### src/rtl/br_pkg.sv
package br_pkg;
  typedef enum logic [1:0] {
    BK_REL_COND   = 2'd0,
    BK_REL_ALWAYS = 2'd1,
    BK_ABS_JUMP   = 2'd2,
    BK_NONE       = 2'd3
  } br_kind_e;

  localparam int FLAG_C = 0;
  localparam int FLAG_V = 1;
  localparam int FLAG_Z = 2;
  localparam int FLAG_N = 3;

  localparam logic [3:0] CC_CARRY_CLR = 4'd0;
  localparam logic [3:0] CC_CARRY_SET = 4'd1;
  localparam logic [3:0] CC_NOT_ZERO  = 4'd2;
  localparam logic [3:0] CC_ZERO      = 4'd3;
  localparam logic [3:0] CC_POSITIVE  = 4'd4;
  localparam logic [3:0] CC_NEGATIVE  = 4'd5;
  localparam logic [3:0] CC_NO_OVF    = 4'd6;
  localparam logic [3:0] CC_OVF       = 4'd7;
  localparam logic [3:0] CC_SGE       = 4'd8;
  localparam logic [3:0] CC_SLT       = 4'd9;
  localparam logic [3:0] CC_SGT       = 4'd10;
  localparam logic [3:0] CC_SLE       = 4'd11;
endpackage

### src/rtl/br_cond_eval.sv
module br_cond_eval
  import br_pkg::*;
(
  input  logic [3:0] cond_sel,
  input  logic [3:0] flags,
  output logic       cond_hit
);
  logic f_n, f_z, f_v, f_c, sign_mismatch;

  assign f_n = flags[FLAG_N];
  assign f_z = flags[FLAG_Z];
  assign f_v = flags[FLAG_V];
  assign f_c = flags[FLAG_C];
  assign sign_mismatch = f_n ^ f_v;

  always_comb begin
    case (cond_sel)
      CC_CARRY_CLR: cond_hit = ~f_c;
      CC_CARRY_SET: cond_hit = f_c;
      CC_NOT_ZERO:  cond_hit = ~f_z;
      CC_ZERO:      cond_hit = f_z;
      CC_POSITIVE:  cond_hit = ~f_n;
      CC_NEGATIVE:  cond_hit = f_n;
      CC_NO_OVF:    cond_hit = ~f_v;
      CC_OVF:       cond_hit = f_v;
      CC_SGE:       cond_hit = ~sign_mismatch;
      CC_SLT:       cond_hit = sign_mismatch;
      CC_SGT:       cond_hit = ~f_z & ~sign_mismatch;
      CC_SLE:       cond_hit = f_z | sign_mismatch;
      default:      cond_hit = 1'b0;
    endcase
  end
endmodule

### src/rtl/br_target_adder.sv
module br_target_adder #(
  parameter int ADDR_W = 16,
  parameter int OFS_W  = 8
) (
  input  logic [ADDR_W-1:0] seq_pc,
  input  logic [OFS_W-1:0]  rel_ofs,
  output logic [ADDR_W-1:0] rel_target
);
  localparam int EXT_W = ADDR_W - OFS_W;

  logic [ADDR_W-1:0] ofs_ext;

  assign ofs_ext    = {{EXT_W{rel_ofs[OFS_W-1]}}, rel_ofs};
  assign rel_target = seq_pc + ofs_ext;
endmodule

### src/rtl/br_pc_select.sv
module br_pc_select
  import br_pkg::*;
#(
  parameter int              ADDR_W   = 16,
  parameter bit              REG_OUT  = 1'b1,
  parameter logic [ADDR_W-1:0] RESET_PC = '0
) (
  input  logic              clk,
  input  logic              rst,
  input  logic [1:0]        kind,
  input  logic              cond_hit,
  input  logic [ADDR_W-1:0] seq_pc,
  input  logic [ADDR_W-1:0] rel_target,
  input  logic [ADDR_W-1:0] abs_target,
  output logic [ADDR_W-1:0] next_pc,
  output logic              taken
);
  logic [ADDR_W-1:0] pc_d;
  logic              taken_d;

  always_comb begin
    case (br_kind_e'(kind))
      BK_REL_COND: begin
        taken_d = cond_hit;
        pc_d    = cond_hit ? rel_target : seq_pc;
      end
      BK_REL_ALWAYS: begin
        taken_d = 1'b1;
        pc_d    = rel_target;
      end
      BK_ABS_JUMP: begin
        taken_d = 1'b1;
        pc_d    = abs_target;
      end
      default: begin
        taken_d = 1'b0;
        pc_d    = seq_pc;
      end
    endcase
  end

  generate
    if (REG_OUT) begin : g_reg
      always_ff @(posedge clk) begin
        if (rst) begin
          next_pc <= RESET_PC;
          taken   <= 1'b0;
        end else begin
          next_pc <= pc_d;
          taken   <= taken_d;
        end
      end
    end else begin : g_comb
      assign next_pc = pc_d;
      assign taken   = taken_d;
    end
  endgenerate
endmodule

### src/rtl/branch_resolver.sv
module branch_resolver #(
  parameter int                ADDR_W   = 16,
  parameter int                OFS_W    = 8,
  parameter bit                REG_OUT  = 1'b1,
  parameter logic [ADDR_W-1:0] RESET_PC = '0
) (
  input  logic              clk,
  input  logic              rst,
  input  logic [ADDR_W-1:0] seq_pc,
  input  logic [OFS_W-1:0]  rel_ofs,
  input  logic [ADDR_W-1:0] abs_target,
  input  logic [1:0]        kind,
  input  logic [3:0]        cond_sel,
  input  logic [3:0]        flags,
  output logic [ADDR_W-1:0] next_pc,
  output logic              taken
);
  logic              cond_hit;
  logic [ADDR_W-1:0] rel_target;

  br_cond_eval u_cond (
    .cond_sel (cond_sel),
    .flags    (flags),
    .cond_hit (cond_hit)
  );

  br_target_adder #(.ADDR_W(ADDR_W), .OFS_W(OFS_W)) u_add (
    .seq_pc     (seq_pc),
    .rel_ofs    (rel_ofs),
    .rel_target (rel_target)
  );

  br_pc_select #(.ADDR_W(ADDR_W), .REG_OUT(REG_OUT), .RESET_PC(RESET_PC)) u_sel (
    .clk        (clk),
    .rst        (rst),
    .kind       (kind),
    .cond_hit   (cond_hit),
    .seq_pc     (seq_pc),
    .rel_target (rel_target),
    .abs_target (abs_target),
    .next_pc    (next_pc),
    .taken      (taken)
  );
endmodule

### config.mk
export PLATFORM = sky130hd
export DESIGN_NAME = branch_resolver
export DESIGN_NICKNAME = d
export VERILOG_FILES = /design/src/rtl/br_pkg.sv /design/src/rtl/br_cond_eval.sv /design/src/rtl/br_target_adder.sv /design/src/rtl/br_pc_select.sv /design/src/rtl/branch_resolver.sv
export SDC_FILE = /design/constraint.sdc
export NUM_CORES = 1
export LEC_CHECK = 0
export ABC_AREA = 1
export BUFFER_PORTS_ARGS = -buffer_cell sky130_fd_sc_hd__buf_2
export CAP_MARGIN = 20
export CORE_UTILIZATION = 50
export DETAILED_ROUTE_END_ITERATION = 10
export PLACE_DENSITY_LB_ADDON = 0.15
export SYNTH_ARGS = -nofsm -noshare
export SYNTH_HDL_FRONTEND = slang
export SYNTH_SLANG_ARGS = --single-unit
### constraint.sdc
create_clock -name clk -period 5.2 [get_ports clk]
set_clock_uncertainty 0.2 [all_clocks]
set_input_delay 0.52 -clock clk [delete_from_list [all_inputs] [get_ports clk]]
set_output_delay 0.52 -clock clk [all_outputs]
set_load 0.03 [all_outputs]
Word-level counts from Yosys, hierarchy flattened
Cells that the tools add are included.
Cells by class
  $add $sub $neg: 1
  equal/unequal tests: 13
  mux-type cells: 4
  bitwise gates (word level): 8
  reductions and logical operators: 3
Operators with widths (number)
  case mux 16 bit (3 select lines): 1
  adder 16 bit: 1
  == test 4 x 3 -> 1 bit, second input constant: 4
  == test 4 bit, second input constant: 4
  two-way mux 16 bit: 1
  case mux 1 bit (12 select lines): 1
  == test 4 x 2 -> 1 bit, second input constant: 2
  inverter 1 bit: 5
  == test 4 x 1 -> 1 bit, second input constant: 1
  logical NOT 4 bit: 1
  == test 2 x 1 -> 1 bit, second input constant: 1
  == test 2 bit, second input constant: 1
  logical NOT 2 bit: 1
  case mux 1 bit (2 select lines): 1
  OR reduction 2 bit: 1
  AND 1 bit: 1
  OR 1 bit: 1
  XOR 1 bit: 1
Word-level totals
  register bits: 17
  input bits: 52
  output and inout port bits: 17
  word-level logic and storage cells: 31

Logic depth before layout (Yosys ltp)
  word-level depth: 6
  depth in mapped cells: 13

Modules after synthesis
From an unflattened synthesis, not the netlist that was laid out.
Second synthesis, totals
  cells, all modules: 457
  area total of the unflattened synthesis: 2463.6 µm²
By module, submodules not included
  br_pc_select: instances 1, cells an instance 235, area an instance 1326.3 µm², seq. area each 340.3 µm²
  br_target_adder: instances 1, cells an instance 176, area an instance 945.9 µm², seq. area each 0.0 µm²
  br_cond_eval: instances 1, cells an instance 46, area an instance 191.4 µm², seq. area each 0.0 µm²

Worst setup path before layout
OpenSTA, ideal clock, no wires.
  path type: input to register
  from: input seq_pc[0]
  to: register u_sel.next_pc[12]
  arrival time: 1.716 ns
  path slack: 3.165 ns
  stages on the path: 13
  path buffers: 0
  cells stage by stage: ha_1 > inv_1 > fa_1 > inv_1 > nand3_1 > nand3_1 > nand3_1 > nand3_1 > nand2_1 > nand2_1 > inv_1 > nand2_1 > a21oi_1
On the way
  word-level cells in the longest chain between the ends: 3
RTL lines
  start, declared: line branch_resolver.sv:9  | input logic [ADDR_W-1:0] seq_pc,
  adder 16 bit *: line br_target_adder.sv:14  | assign rel_target = seq_pc + ofs_ext;
  two-way mux 16 bit: line br_pc_select.sv:25  | pc_d = cond_hit ? rel_target : seq_pc;
  case mux 16 bit (3 select lines) *: line br_pc_select.sv:22  | case (br_kind_e'(kind))
  end signal, assigned: line br_pc_select.sv:49  | next_pc <= pc_d;
  end, declared: line br_pc_select.sv:15  | output logic [ADDR_W-1:0] next_pc,
Mark *: on every way between the ends. The rest lies on a longest branch, timed or not.
A chain may end at the register's enable or synchronous reset.

Final worst setup path
Ends and elaborated chain as after synthesis.

==> flow_summary.toml <==
[logic_synthesis]
synth-seq-cells = 17
synth-simple-area-share = 0.385
synth_edf_count = 0
syn_inst = 371
synth-compound-area-share = 0.157
synth_cell_types = 30
ys_async_sr_fraction = 0
ys.flop_type = "dfxtp_1"
synth_top_cell_area_share = 0.207
synthTopCellsByCount = "nand2_1, inv_1, a21oi_1"
yosysSeqAreaShare = 0.155
synthAdderAreaFrac = 0.118
synth_area_leaders = "nand2_1, dfxtp_1, inv_1, ha_1, a21oi_1"
synthXorXnorAreaFrac = 0.0400
yosysTopAreaCell = "nand2_1"
synth_top_family_by_area = "simple AND/OR/NAND/NOR gates"
synthMuxAreaShare = 0
syn-cell-area_sq_um = 2190
synthesis.nets = 443
ys_warn_count = 0
synthMostInstantiatedCell = "nand2_1"
syn_area_per_cell_sq_um = 5.90

[floorplanning]
die_area_sq_um = 4650
initial_utilization = 0.532
io_pins = 69
rows = 23
die_w_um = 68.2
dieHeight_um = 68.2
core_sq_um = 4120

[cells_and_area]
finalInstanceArea_sq_um = 2580
fillers = 418
drive_gt1_frac = 0.211
synthToLayoutAreaGrowth_pct = 17.8
layout.nets = 505
final_core_util = 0.627
diodes = 0

[placed_design]
place_area_sq_um = 2530
place.port_buffers = 68
gp_congestion = 0.951
place.detailed.hpwl_mm = 4.41

[detailed_routing]
drt-initial-drc-count = 215
vias = 2430
ant_nets = 0
avgRoutedWirePerCell_um = 11.8
drc = 0
finalWirelength_mm = 5.70
dr.pass1.iters = 4
routed_via_density = 5.04

[min_path]
whs_endpoint = "u_sel.taken"
hold_depth = 2
min_path_type = "in2reg"
min_from = "rst"

[global_routing]
grt_pass1_wl_mm = 9.29
overflow = 0
grt_use_total = 0.260
grt_antenna_before_repair = 0
grt_max_degree = 19
first_global_vias = 2167

[worst_setup_path]
end_kind = "flop"
path_cells = "buf_2, ha_1, inv_1, fa_1, inv_1, nand3_1, nand3_1, nand3_1, nand3_1, nand2_1, nand2_1, inv_1, nand2_1, a21oi_1"
cp_max_fo = 3
cp.required_ns = 5.15
cp_slowest_cell = "fa_1"
crit_arrival_ns = 2.04
slowest_delay_ns = 0.40
critPathKind = "in2reg"
worstSetupStartpointType = "primary input"
crit_top_cell = "nand3_1"

[clock_network]
cts_tree = "yes"
cts.sinks = 17
cts_setup_buffers = 0
hold_buffers = 0
cts_root_buffer = "clkbuf_8"
cts_buffer_depth = 2
cts_buffers = 3
cts_resized = 0
path_clk_slew_ns = 0.07
h-tree-depth = 1

[sta]
fmax_mhz = 478
setup_viol = 0
setup_tns_ns = 0
fin_crit_sh = 0.403
fin_crit_ns = 2.09
slew_violations = 0
rsz0062_at_grt = "no"
tightest_slew_ns = 0.745
hold_viol_final = 0
max_slew_margin = 0.503
hold_slack_ns = 0.229

[power_and_ir_drop]
p_per_area_nw_per_um2 = 194
p_leak_uw = 0.00151
peakVddDrop_mv = 0.0913

[run]
drv_cap = 0

[outcome]
status = "complete, no violations"
==> worst max path at each step <==
stage / from / endpoint / slack (ns) / cells after the start
floorplan: seq_pc[0] / u_sel.next_pc[12] / 3.16 / 13
global placement: seq_pc[0] / u_sel.next_pc[8] / 2.88 / 12
detailed placement: seq_pc[0] / u_sel.next_pc[12] / 2.86 / 14
CTS: seq_pc[0] / u_sel.next_pc[8] / 3.11 / 12
global route: kind[0] / u_sel.next_pc[14] / 2.93 / 5
finish: seq_pc[0] / u_sel.next_pc[12] / 3.11 / 14
==> logic make-up (layout without fill, tap and decap cells) <==
| logic type | count (synthesis) | after routing |
|---|---|---|
| AND/OR/NAND/NOR | 185 | 185 |
| buffers and inverters | 80 | 141 |
| AO/OA/AOI/OAI | 59 | 59 |
| adder cells (fa/ha/maj) | 20 | 20 |
| flip-flops | 17 | 17 |
| XOR/XNOR | 10 | 10 |
==> worst max-delay path, delay by kind of cell <==
kind,cells,cell delay (ns)
simple gates,7,0.58
fa+ha+maj,2,0.59
buf+inv,4,0.29
compound gates,1,0.06
==> state kept, by name (all words and copies together), names as in the netlist <==
signal         cells
u_sel.next_pc     16
u_sel.taken        1
==> layer usage <==
layer	part of all wire	up-vias	GRT usage
met1	0.49	1054	0.356
met4	0.012	0	0.0859
met5	0	-	0
li1	-	1280	-
met2	0.44	86	0.431
met3	0.055	10	0.0117
==> layout make-up <==
type                    instances  area [sq um]  share of cell area
multi-input cells             274          1530               0.594
flip-flops and latches         17           340               0.132
repair buffers                 68           340               0.132
inverters                      69           259               0.100
well taps                      50          62.6              0.0243
clock buffers                   4          45.0              0.0175
==> metrics by stage <==
stage                     worst slack, ns  power (uW)  instances
after floorplan                      3.16         331        371
after global placement               2.88         396        478
after detailed placement             2.86         398        478
after CTS                            3.11         499        482
after global routing                 2.93         539        482
final                                3.11         500        482
==> placed cells by master (no fill, tap or decap) <==
cell type,count
nand3b_1,17
fa_1,1
inv_1,69
or2_2,1
nor3_1,1
and2_1,2
and3_1,1
buf_2,68
o21ai_1,1
nand4_1,1
a211oi_1,2
a21oi_2,10
ha_1,19
xor2_1,5
nand3_1,17
a21o_1,1
nand2_1,121
clkbuf_1,1
clkbuf_8,3
xnor2_1,5
nand3_4,1
a21oi_1,28
nand2_4,3
nor2_1,15
o21ai_0,16
a221oi_1,1
dfxtp_1,17
nand2_2,5
==> power breakdown <==
| group | switching (uW) | internal [uW] | total, uW |
|---|---|---|---|
| logic | 161 | 90.6 | 252 |
| clock network | 48.5 | 54.5 | 103 |
| registers | 2.74 | 143 | 145 |
Note: power is estimated with default switching activity, not from simulation.
